[src/rtl/devcfg_pkg.sv]
package devcfg_pkg;

  localparam int BYTE_W = 8;
  localparam int IDX_W  = 2;

  localparam logic [BYTE_W-1:0] CMD_MODE_WR = 8'hB8;
  localparam logic [BYTE_W-1:0] CMD_MODE_RD = 8'hB9;
  localparam logic [BYTE_W-1:0] CMD_HW_WR   = 8'hBA;
  localparam logic [BYTE_W-1:0] CMD_HW_RD   = 8'hBB;

  localparam int MODE_BYTES = 1;
  localparam int HW_BYTES   = 2;

  // writable mode bits: 7, 5, 3, 2, 0
  localparam logic [BYTE_W-1:0] MODE_KEEP = 8'hAD;

  localparam int MB_DMA_WIDE = 7;
  localparam int MB_SUSPEND  = 5;
  localparam int MB_IRQ_EN   = 3;
  localparam int MB_DEBUG    = 2;
  localparam int MB_SOFTCON  = 0;

  localparam int HB_EXT_PULLUP = 2;
  localparam int HB_CLKDIV_LSB = 8;
  localparam int CLKDIV_W      = 4;

  typedef enum logic [2:0] {
    OP_NONE    = 3'd0,
    OP_MODE_WR = 3'd1,
    OP_MODE_RD = 3'd2,
    OP_HW_WR   = 3'd3,
    OP_HW_RD   = 3'd4
  } op_e;

  function automatic op_e op_decode(input logic [BYTE_W-1:0] code);
    case (code)
      CMD_MODE_WR: return OP_MODE_WR;
      CMD_MODE_RD: return OP_MODE_RD;
      CMD_HW_WR:   return OP_HW_WR;
      CMD_HW_RD:   return OP_HW_RD;
      default:     return OP_NONE;
    endcase
  endfunction

  function automatic logic [IDX_W-1:0] op_len(input op_e op);
    case (op)
      OP_MODE_WR, OP_MODE_RD: return IDX_W'(MODE_BYTES);
      OP_HW_WR, OP_HW_RD:     return IDX_W'(HW_BYTES);
      default:                return '0;
    endcase
  endfunction

  function automatic logic op_writes(input op_e op);
    return (op == OP_MODE_WR) || (op == OP_HW_WR);
  endfunction

  function automatic logic op_reads(input op_e op);
    return (op == OP_MODE_RD) || (op == OP_HW_RD);
  endfunction

endpackage

[src/rtl/devcfg_cmd_seq.sv]
module devcfg_cmd_seq
  import devcfg_pkg::*;
(
  input  logic              clk,
  input  logic              rst_n,
  input  logic              in_valid,
  input  logic              in_cmd,
  input  logic [BYTE_W-1:0] in_data,
  input  logic              rd_ready,
  output op_e               op_q,
  output logic [IDX_W-1:0]  idx_q,
  output logic              wr_mode_en,
  output logic              wr_hw_en,
  output logic              rd_valid
);

  logic             cmd_hit;
  logic             data_hit;
  logic             room;
  logic             rd_fire;
  logic [IDX_W-1:0] len;

  assign cmd_hit  = in_valid && in_cmd;
  assign data_hit = in_valid && !in_cmd;
  assign len      = op_len(op_q);
  assign room     = idx_q < len;

  assign wr_mode_en = data_hit && room && (op_q == OP_MODE_WR);
  assign wr_hw_en   = data_hit && room && (op_q == OP_HW_WR);
  assign rd_valid   = op_reads(op_q) && room;
  assign rd_fire    = rd_valid && rd_ready && !cmd_hit;

  always_ff @(posedge clk or negedge rst_n) begin
    if (!rst_n) begin
      op_q  <= OP_NONE;
      idx_q <= '0;
    end else if (cmd_hit) begin
      op_q  <= op_decode(in_data);
      idx_q <= '0;
    end else if (wr_mode_en || wr_hw_en || rd_fire) begin
      idx_q <= idx_q + IDX_W'(1);
    end
  end

endmodule

[src/rtl/devcfg_regfile.sv]
module devcfg_regfile
  import devcfg_pkg::*;
#(
  parameter int                     NB    = 2,
  parameter logic [NB*BYTE_W-1:0]   WMASK = '1
) (
  input  logic                 clk,
  input  logic                 rst_n,
  input  logic                 wr_en,
  input  logic [IDX_W-1:0]     wr_idx,
  input  logic [BYTE_W-1:0]    wr_data,
  output logic [NB*BYTE_W-1:0] value,
  output logic                 commit
);

  localparam int W = NB * BYTE_W;

  logic [W-1:0] value_q;
  logic [W-1:0] next_val;

  assign commit = wr_en && (wr_idx == IDX_W'(NB - 1));

  generate
    if (NB > 1) begin : g_stage
      logic [(NB-1)*BYTE_W-1:0] stage_q;
      for (genvar k = 0; k < NB - 1; k++) begin : g_byte
        always_ff @(posedge clk or negedge rst_n) begin
          if (!rst_n) begin
            stage_q[k*BYTE_W +: BYTE_W] <= '0;
          end else if (wr_en && (wr_idx == IDX_W'(k))) begin
            stage_q[k*BYTE_W +: BYTE_W] <= wr_data;
          end
        end
      end
      assign next_val = {wr_data, stage_q};
    end else begin : g_single
      assign next_val = wr_data;
    end
  endgenerate

  always_ff @(posedge clk or negedge rst_n) begin
    if (!rst_n) begin
      value_q <= '0;
    end else if (commit) begin
      value_q <= next_val & WMASK;
    end
  end

  assign value = value_q;

endmodule

[src/rtl/devcfg_suspend_det.sv]
module devcfg_suspend_det (
  input  logic clk,
  input  logic rst_n,
  input  logic commit,
  input  logic old_bit,
  input  logic new_bit,
  output logic pulse
);

  logic pulse_q;

  always_ff @(posedge clk or negedge rst_n) begin
    if (!rst_n) begin
      pulse_q <= 1'b0;
    end else begin
      pulse_q <= commit && old_bit && !new_bit;
    end
  end

  assign pulse = pulse_q;

endmodule

[src/rtl/devcfg_ctrl_out.sv]
module devcfg_ctrl_out
  import devcfg_pkg::*;
#(
  parameter int N_IRQ = 8
) (
  input  logic [BYTE_W-1:0] mode,
  input  logic              ext_pullup,
  input  logic [N_IRQ-1:0]  irq_src,
  output logic              irq_out,
  output logic              irq_dbg_policy,
  output logic              dma_wide,
  output logic              soft_connect
);

  assign irq_out        = mode[MB_IRQ_EN] && (|irq_src);
  assign irq_dbg_policy = mode[MB_DEBUG];
  assign dma_wide       = mode[MB_DMA_WIDE];
  assign soft_connect   = mode[MB_SOFTCON] && !ext_pullup;

endmodule

[src/rtl/devcfg_regs.sv]
module devcfg_regs
  import devcfg_pkg::*;
#(
  parameter int N_IRQ = 8
) (
  input  logic                clk,
  input  logic                rst_n,
  input  logic                usb_bus_reset,
  input  logic                in_valid,
  output logic                in_ready,
  input  logic                in_cmd,
  input  logic [BYTE_W-1:0]   in_data,
  output logic                rd_valid,
  input  logic                rd_ready,
  output logic [BYTE_W-1:0]   rd_data,
  input  logic [N_IRQ-1:0]    irq_src,
  output logic                irq_out,
  output logic                irq_dbg_policy,
  output logic                dma_wide,
  output logic                soft_connect,
  output logic                suspend_pulse,
  output logic [BYTE_W-1:0]   mode_reg,
  output logic [HW_BYTES*BYTE_W-1:0] hw_cfg,
  output logic [CLKDIV_W-1:0] clk_div
);

  op_e              op_q;
  logic [IDX_W-1:0] idx_q;
  logic             wr_mode_en;
  logic             wr_hw_en;
  logic             mode_commit;
  logic             hw_commit_unused;
  logic             bus_rst_unused;

  // bus reset is received but intentionally kept away from register state
  assign bus_rst_unused = usb_bus_reset;
  assign in_ready       = 1'b1;

  devcfg_cmd_seq u_seq (
    .clk        (clk),
    .rst_n      (rst_n),
    .in_valid   (in_valid),
    .in_cmd     (in_cmd),
    .in_data    (in_data),
    .rd_ready   (rd_ready),
    .op_q       (op_q),
    .idx_q      (idx_q),
    .wr_mode_en (wr_mode_en),
    .wr_hw_en   (wr_hw_en),
    .rd_valid   (rd_valid)
  );

  devcfg_regfile #(
    .NB    (MODE_BYTES),
    .WMASK (MODE_KEEP)
  ) u_mode (
    .clk     (clk),
    .rst_n   (rst_n),
    .wr_en   (wr_mode_en),
    .wr_idx  (idx_q),
    .wr_data (in_data),
    .value   (mode_reg),
    .commit  (mode_commit)
  );

  devcfg_regfile #(
    .NB    (HW_BYTES),
    .WMASK ('1)
  ) u_hw (
    .clk     (clk),
    .rst_n   (rst_n),
    .wr_en   (wr_hw_en),
    .wr_idx  (idx_q),
    .wr_data (in_data),
    .value   (hw_cfg),
    .commit  (hw_commit_unused)
  );

  devcfg_suspend_det u_susp (
    .clk     (clk),
    .rst_n   (rst_n),
    .commit  (mode_commit),
    .old_bit (mode_reg[MB_SUSPEND]),
    .new_bit (in_data[MB_SUSPEND]),
    .pulse   (suspend_pulse)
  );

  devcfg_ctrl_out #(
    .N_IRQ (N_IRQ)
  ) u_ctrl (
    .mode           (mode_reg),
    .ext_pullup     (hw_cfg[HB_EXT_PULLUP]),
    .irq_src        (irq_src),
    .irq_out        (irq_out),
    .irq_dbg_policy (irq_dbg_policy),
    .dma_wide       (dma_wide),
    .soft_connect   (soft_connect)
  );

  assign clk_div = hw_cfg[HB_CLKDIV_LSB +: CLKDIV_W];

  always_comb begin
    rd_data = '0;
    if (rd_valid) begin
      if (op_q == OP_MODE_RD) begin
        rd_data = mode_reg;
      end else begin
        rd_data = hw_cfg[int'(idx_q)*BYTE_W +: BYTE_W];
      end
    end
  end

endmodule

[config.mk]
export PLATFORM = sky130hd
export DESIGN_NAME = devcfg_regs
export DESIGN_NICKNAME = d
export VERILOG_FILES = /design/src/rtl/devcfg_pkg.sv /design/src/rtl/devcfg_cmd_seq.sv /design/src/rtl/devcfg_regfile.sv /design/src/rtl/devcfg_suspend_det.sv /design/src/rtl/devcfg_ctrl_out.sv /design/src/rtl/devcfg_regs.sv
export SDC_FILE = /design/constraint.sdc
export NUM_CORES = 1
export LEC_CHECK = 0
export ABC_CLOCK_PERIOD_IN_PS = 5700
export BUFFER_PORTS_ARGS = -buffer_cell sky130_fd_sc_hd__buf_2
export CORE_MARGIN = 2
export CORE_UTILIZATION = 38
export DETAILED_ROUTE_END_ITERATION = 10
export PLACE_DENSITY_LB_ADDON = 0.15
export SLEW_MARGIN = 20
export SYNTH_ARGS = -nofsm -noshare
export SYNTH_HDL_FRONTEND = slang
export SYNTH_SLANG_ARGS = --single-unit
[constraint.sdc]
create_clock -name clk -period 5.7 [get_ports clk]
set_input_delay 1.14 -clock clk [delete_from_list [all_inputs] [get_ports clk]]
set_output_delay 1.14 -clock clk [all_outputs]
set_load 0.03 [all_outputs]
==> Flow_metrics.wiki, run 1 <==
{| class="wikitable"
! Metric !! Value
|-
| Result of the run || finished clean
|-
| Share of the synthesized area in the top cell type || around 47%
|-
| Number of failing hold endpoints at the final stage || 0
|-
| Internal power || 0.000351 W
|-
| Final WL || 4.23 mm
|-
| Worst-case reg-to-reg path depth || 7
|-
| Clock insertion delay at the later pin of the skew report || 280 ps
|-
| Mean instance size in the synthesized netlist || between 10 and 15 um^2
|-
| Register area || 876 um^2
|-
| Final RePlAce weighted congestion || 0.726
|-
| Number of storage elements in the synthesis netlist || 35
|-
| Drt first-iter violations || 45
|-
| Slew Viols, Final || 0
|-
| Crit-path max FO || 10
|-
| Part of the total power dissipated in combinational logic || 9.0%
|-
| Worst Slack Setup Final || around 2000 ps
|-
| Dpl cell area || around 2200 um^2
|-
| Worst-case register-to-register setup slack || 3140 ps
|-
| Maximum level of the CTS H-tree || 2
|-
| Cell depth of the worst hold path || 1
|-
| Starting Density || between 30% and 40%
|-
| Row Count || 25
|-
| Pin count of the biggest net entering global routing || 36
|-
| Hold wc startpoint || u_hw.g_stage.stage_q[3]
|-
| 1st-pass router iterations || 4
|-
| Mapped Cells || approximately 160
|-
| Final antenna diode count || 0
|-
| Via Count || between 1,000 and 1,500
|-
| Core outline area || 4750 um^2
|-
| Final critical-path required period || 3740 ps
|-
| Root buffer selected by CTS || sky130_fd_sc_hd__clkbuf_8
|-
| Max Root-Sink Buffers || 2
|-
| Avg Vias per Cell || between 4 and 5
|-
| Clock power share || 36.0%
|-
| Startpoint of the worst-slack reg-to-reg timing path || u_seq.op_q[1]
|-
| Arrival time at the worst endpoint || 2600 ps
|-
| Final period util || 65.7%
|-
| Net switching share of the total power || 24.6%
|-
| Area delta synth->final || 19.1%
|-
| Worst relative slew slack || just under 50%
|-
| Die boundary width || 74.2 um
|-
| Design Power || 0.000465 W
|-
| Worst hold-check slack || between 500 and 600 ps
|-
| Worst slack, placed || 2240 ps
|-
| Detailed Place HPWL || 3.01 mm
|-
| Net Sw Power || around 0.00011 W
|-
| Maximum vdd drop || 0.000146 V
|-
| HP Class || reg2reg
|-
| DRC || 0
|-
| Share of total power in sequential cells || a little under three fifths
|-
| Fillers || 471
|-
| Final non-filler cell area || 2230 um^2
|-
| Static Leakage || 1.20 nW
|-
| Number of synthesis warnings || 0
|-
| Hold bufs inserted after CTS || 0
|-
| Count of clock tree sinks || 35
|-
| Worst EP required || 4560 ps
|-
| TritonCTS clock tree || built
|-
| I/O pin total || 65
|-
| Clock input transition at the sequential cells of the worst setup and hold paths || 60 ps
|-
| Transition time at the pin with the least slew margin || between 700 and 800 ps
|-
| Maximum clock frequency || 267 MHz
|-
| TritonCTS buffer count || 5
|-
| Post-synthesis sequential area ratio || 46.7%
|-
| Worst R2R End || u_hw.value[12]
|-
| Combined area of the multi-input logic cells || 858 um^2
|-
| Via count of the first global-routing pass || roughly 1,400
|-
| Final Skew || roughly 4.4 ps
|-
| Number of nets in the finished design || around 240
|-
| Layout cells sized above 1 || 47.9%
|-
| Max Cap Violations || 0
|-
| Post-route ant nets || 0
|-
| Aggregate negative setup slack || 0 ps
|-
| Power Density || 208 nW/um^2
|-
| Tot GR Track Use || 17.1%
|-
| Library cell occupying the most area in the post-synthesis netlist || sky130_fd_sc_hd__dfrtp_1
|-
| Vert. Die Dim || 74.2 um
|-
| Critical path class || reg2out
|-
| Syn Std Cell Area || 1870 um^2
|-
| Port buffer count || 59
|-
| Area of the die || 5510 um^2
|-
| Number of gates given a new drive strength after cts || 0
|-
| End point of the most critical hold path || u_hw.value[3]
|-
| Wire length per cell after detailed routing || about 15 um
|-
| Kind of start point of the critical path || register
|-
| Setup violation total in the final timing report || 0
|-
| Setup repair after global routing missed its margin || false
|-
| Wire length of the first global-routing pass || 7.05 mm
|-
| Congestion Overflow GR || 0
|-
| Post-CTS repair timing setup buffer count || 0
|-
| Synth top area cells || sky130_fd_sc_hd__dfrtp_1, sky130_fd_sc_hd__mux2_2, sky130_fd_sc_hd__mux2_4, sky130_fd_sc_hd__mux2i_1, sky130_fd_sc_hd__buf_4
|-
| CP endpoint kind || output port
|-
| Post-synthesis cell type count || 35
|-
| Number of antenna violations at the first check in global routing || 0
|}
## power by group through the flow
stage | Sequential (W) | Combinational (W) | Clock (W)
floorplan | 0.000261 | 0.0000243 | 0
global placement | 0.000260 | 0.0000417 | 0
detailed placement | 0.000260 | 0.0000425 | 0
CTS | 0.000255 | 0.0000426 | 0.000175
global route | 0.000256 | 0.0000461 | 0.000187
finish | 0.000256 | 0.0000420 | 0.000167
## kinds of logic (layout without fill, tap and decap cells)
family | count (synthesis) | after routing | synth area share [%]
AO/OA/AOI/OAI | 16 | 16 | 5.41
XOR/XNOR | 1 | 1 | 0.467
adder cells (fa/ha/maj) | 3 | 3 | 2.00
buffers and inverters | 25 | 76 | 7.88
flip-flops | 35 | 35 | 46.7
multiplexers | 38 | 38 | 24.2
other | 2 | 4 | 0.401
AND/OR/NAND/NOR | 38 | 38 | 12.9
## cell type report
cell class,instances,share of cell area (%)
inverter,8,1.35
clock buffer,7,3.42
sequential,35,39.2
clock inverter,1,0.224
multi-input combinational,100,38.5
tap,67,3.76
timing repair buffer,60,13.6
## worst max-delay path, stage by stage (launching register included)
cell                      delay [ps]
sky130_fd_sc_hd__dfrtp_1         500
sky130_fd_sc_hd__and3_1          240
sky130_fd_sc_hd__a21oi_1         120
sky130_fd_sc_hd__ha_1            270
sky130_fd_sc_hd__nor3b_1         190
sky130_fd_sc_hd__a31o_2          160
sky130_fd_sc_hd__nand2_1         250
sky130_fd_sc_hd__nor4_1          330
sky130_fd_sc_hd__buf_2           250
## how the worst max path moves through the flow
stage	from	to	slack, ps	cells past startpoint
final	u_seq.op_q[1]	rd_data[4]	1960	8
after global routing	u_seq.op_q[1]	rd_data[6]	1730	8
after CTS	u_seq.op_q[1]	rd_data[6]	1920	8
after detailed placement	u_seq.op_q[1]	rd_data[6]	2240	8
after global placement	u_seq.op_q[1]	rd_data[6]	2210	8
after floorplan	u_seq.op_q[1]	rd_data[1]	2030	8
## per-layer routing
| metal | track usage (%) | wire length [um] | share of wire (%) |
|---|---|---|---|
| met5 | 0 | 0 | 0 |
| met4 | 6.15 | 41 | 0.97 |
| met3 | 5.15 | 234 | 5.5 |
| met2 | 27.0 | 2060 | 49 |
| met1 | 22.3 | 1890 | 45 |
## synthesized netlist by cell type, drive strengths merged
| cell type | n |
|---|---|
| a21oi | 7 |
| and2 | 1 |
| nor3 | 6 |
| nand3 | 2 |
| o41ai | 1 |
| mux2i | 9 |
| a31o | 1 |
| nand2 | 7 |
| conb | 2 |
| nor2 | 7 |
| nor4 | 7 |
| nor2b | 1 |
| a31oi | 1 |
| nor3b | 3 |
| a21boi | 2 |
| or3b | 1 |
| buf | 15 |
| nand4b | 1 |
| o21a | 1 |
| ha | 3 |
| and3 | 1 |
| inv | 8 |
| a32o | 1 |
| clkbuf | 2 |
| dfrtp | 35 |
| nand3b | 1 |
| xnor2 | 1 |
| o21ai | 2 |
| mux2 | 29 |
## metrics by stage
step	std cells	util, %
floorplan	160	-
global placement	270	45.2
detailed placement	270	45.2
CTS	278	46.9
global route	278	46.9
finish	278	46.9
## cell usage in the layout (no fill, tap or decap), types with 2 or more instances in the layout
cell and count:
sky130_fd_sc_hd__inv_1 8, sky130_fd_sc_hd__nor4_1 6, sky130_fd_sc_hd__mux2i_1 9, sky130_fd_sc_hd__clkbuf_8 5
sky130_fd_sc_hd__nor3_1 6, sky130_fd_sc_hd__dfrtp_1 35, sky130_fd_sc_hd__nand2_1 7, sky130_fd_sc_hd__buf_2 59
sky130_fd_sc_hd__o21ai_0 2, sky130_fd_sc_hd__nor2_1 7, sky130_fd_sc_hd__a21oi_1 7, sky130_fd_sc_hd__mux2_2 19
sky130_fd_sc_hd__nor3b_1 3, sky130_fd_sc_hd__a21boi_0 2, sky130_fd_sc_hd__ha_1 3, sky130_fd_sc_hd__mux2_4 10
sky130_fd_sc_hd__conb_1 4, sky130_fd_sc_hd__clkbuf_1 2
## state kept, by name, indices dropped and copies added, names as in the netlist
name and flops:
u_hw.g_stage.stage_q 8, u_hw.value 16, u_mode.value 5, u_susp.pulse 1
u_seq.idx_q 2, u_seq.op_q 3
No activity file was read; power rests on OpenSTA's default activity.
==> run 2: changes to the inputs <==
--- a/config.mk
+++ b/config.mk
@@ -5,7 +5,7 @@
 export SDC_FILE = /design/constraint.sdc
 export NUM_CORES = 1
 export LEC_CHECK = 0
-export ABC_CLOCK_PERIOD_IN_PS = 5700
+export ABC_CLOCK_PERIOD_IN_PS = 3900
 export BUFFER_PORTS_ARGS = -buffer_cell sky130_fd_sc_hd__buf_2
 export CORE_MARGIN = 2
 export CORE_UTILIZATION = 38
==> constraint.sdc (replaced) <==
create_clock -name clk -period 3.9 [get_ports clk]
set_input_delay 0.78 -clock clk [delete_from_list [all_inputs] [get_ports clk]]
set_output_delay 0.78 -clock clk [all_outputs]
set_load 0.03 [all_outputs]
==> run 2 against run 1 <==
  * Cell count shrank 0.36%
  * Die area is the same
  * Clock skew grew 1.3 ps
  * Hold slack gained 0.82 ps
  * Clock power grew 54%
  * Sequential share of layout area shrank 0.11 points
  * Wire length shrank 2.8%
  * Design area grew 0.28%
  * Total power grew 49%
  * Core utilization grew 0.13 points
  * Largest power group unchanged
==> Flow_metrics.wiki, run 2 (synthesis gave the netlist of run 1 again) <==
{| class="wikitable"
! Metric !! Value
|-
| Final RePlAce weighted congestion || ~0.74
|-
| Count of clock tree sinks || 35
|-
| Via Count || roughly 1,400
|-
| Number of nets in the finished design || 235
|-
| Max FFs per register || 16
|-
| Layout cells sized above 1 || about half
|-
| Power Density || 309 nW/um^2
|-
| Wire length of the first global-routing pass || 6.90 mm
|-
| Avg Vias per Cell || 5.00
|-
| Worst-case reg-to-reg path depth || 7
|-
| Maximum clock frequency || 290 MHz
|-
| Worst EP required || 3120 ps
|-
| Cell Count Post-Placement || 270
|-
| Slew Viols, Final || 0
|-
| Cell depth of the worst hold path || 1
|-
| Via count of the first global-routing pass || 1,408
|-
| Row Count || 25
|-
| Final Skew || 5.75 ps
|-
| Final antenna diode count || 0
|-
| I/O pin total || 65
|-
| Vert. Die Dim || about 74 um
|-
| Setup violation total in the final timing report || 0
|-
| Worst hold-check slack || 502 ps
|-
| Worst Slack Setup Final || 448 ps
|-
| Max Root-Sink Buffers || 2
|-
| Worst relative slew slack || 48.7%
|-
| Final WL || 4.11 mm
|-
| TritonCTS clock tree || built
|-
| Filler-free cell count of the finished design || 277
|-
| CP endpoint kind || output port
|-
| Root buffer selected by CTS || sky130_fd_sc_hd__clkbuf_8
|-
| Area delta synth->final || 19.4%
|-
| Post-route ant nets || 0
|-
| Result of the run || finished clean
|-
| Commonest non-fill, non-tap cells in the layout || sky130_fd_sc_hd__buf_2, sky130_fd_sc_hd__dfrtp_1, sky130_fd_sc_hd__mux2_2
|-
| Final period util || 88.5%
|-
| Port buffer count || between 50 and 60
|-
| Dpl cell area || 2150 um^2
|-
| Drt first-iter violations || 38
|-
| TritonCTS buffer count || 5
|-
| Congestion Overflow GR || 0
|-
| Crit-path max FO || 10
|-
| Number of gates given a new drive strength after cts || 0
|-
| Most frequent standard cell in the layout excluding fill and tap cells || sky130_fd_sc_hd__buf_2
|-
| Worst slack, placed || 722 ps
|-
| Clock insertion delay at the later pin of the skew report || 280 ps
|-
| Number of antenna violations at the first check in global routing || 0
|-
| Critical path class || reg2out
|-
| Kind of start point of the critical path || register
|-
| Maximum vdd drop || 0.000179 V
|-
| Max Cap Violations || 0
|-
| Area of the die || 5510 um^2
|-
| HP Class || reg2reg
|-
| Tot GR Track Use || 16.7%
|-
| Final critical-path required period || approximately 3500 ps
|-
| Arrival time at the worst endpoint || 2670 ps
|-
| Detailed Place HPWL || 3.01 mm
|-
| Hold bufs inserted after CTS || 0
|-
| Transition time at the pin with the least slew margin || approximately 770 ps
|-
| Starting Density || 39.4%
|-
| 1st-pass router iterations || 4
|-
| Number of failing hold endpoints at the final stage || 0
|-
| Clock input transition at the sequential cells of the worst setup and hold paths || 60 ps
|-
| Static Leakage || 1.20 nW
|-
| Maximum level of the CTS H-tree || 2
|-
| DRC || 0
|-
| Final non-filler cell area || 2240 um^2
|-
| Post-CTS repair timing setup buffer count || 0
|-
| Core outline area || between 4000 and 5000 um^2
|-
| Aggregate negative setup slack || 0 ps
|-
| Wire length per cell after detailed routing || 14.8 um
|-
| Pin count of the biggest net entering global routing || 36
|-
| Die boundary width || between 70 and 80 um
|-
| Setup repair after global routing missed its margin || false
|}
## run 2: path summary, 6_finish.rpt
| path | start | endpoint | slack (ps) |
|---|---|---|---|
| max | u_seq.op_q[1] | rd_data[6] | 450 |
| min | u_hw.g_stage.stage_q[1] | u_hw.value[1] | 500 |
| max reg2reg | u_seq.op_q[1] | u_hw.value[7] | 1370 |
| min reg2reg | u_hw.g_stage.stage_q[1] | u_hw.value[1] | 500 |
| max in group asynchronous | rst_n | u_seq.op_q[1] | 2840 |
| min in group asynchronous | rst_n | u_susp.pulse | 570 |
## run 2: power by group
part,internal (W),switching (W),total (W)
Sequential,0.000367,0.00000671,0.000374
Combinational,0.0000204,0.0000407,0.0000611
Clock,0.000138,0.000119,0.000257
## run 2: area by class of cell
class / instances / area [um^2]
Clock buffer: 6 / 82.6
Clock inverter: 1 / 5.00
Fill cell: 469 / 2520
Inverter: 8 / 30.0
Multi-Input combinational cell: 100 / 858
Sequential cell: 35 / 876
Tap cell: 67 / 83.8
Timing Repair Buffer: 60 / 303
## run 2: worst max-delay path, stage by stage, from the launching register on
cell and delay [ps]:
sky130_fd_sc_hd__dfrtp_1 500, sky130_fd_sc_hd__and3_1 230, sky130_fd_sc_hd__a21oi_1 120, sky130_fd_sc_hd__ha_1 270, sky130_fd_sc_hd__nor3b_1 180, sky130_fd_sc_hd__a31o_2 160
sky130_fd_sc_hd__nand2_1 230, sky130_fd_sc_hd__nor4_1 420, sky130_fd_sc_hd__buf_2 270
## run 2: per-stage QoR
step | total power [W] | util [%]
floorplan | 0.000417 | -
global placement | 0.000441 | 45.2
detailed placement | 0.000443 | 45.2
CTS | 0.000702 | 47.1
global route | 0.000727 | 47.1
finish | 0.000692 | 47.1
## run 2: layer usage
metal,GRT usage (%),share of wire (%),up-vias
met1,21.1,42,701
met2,27.3,51,37
met5,0,0,-
li1,-,-,642
met3,5.28,5.3,5
met4,5.75,0.88,0
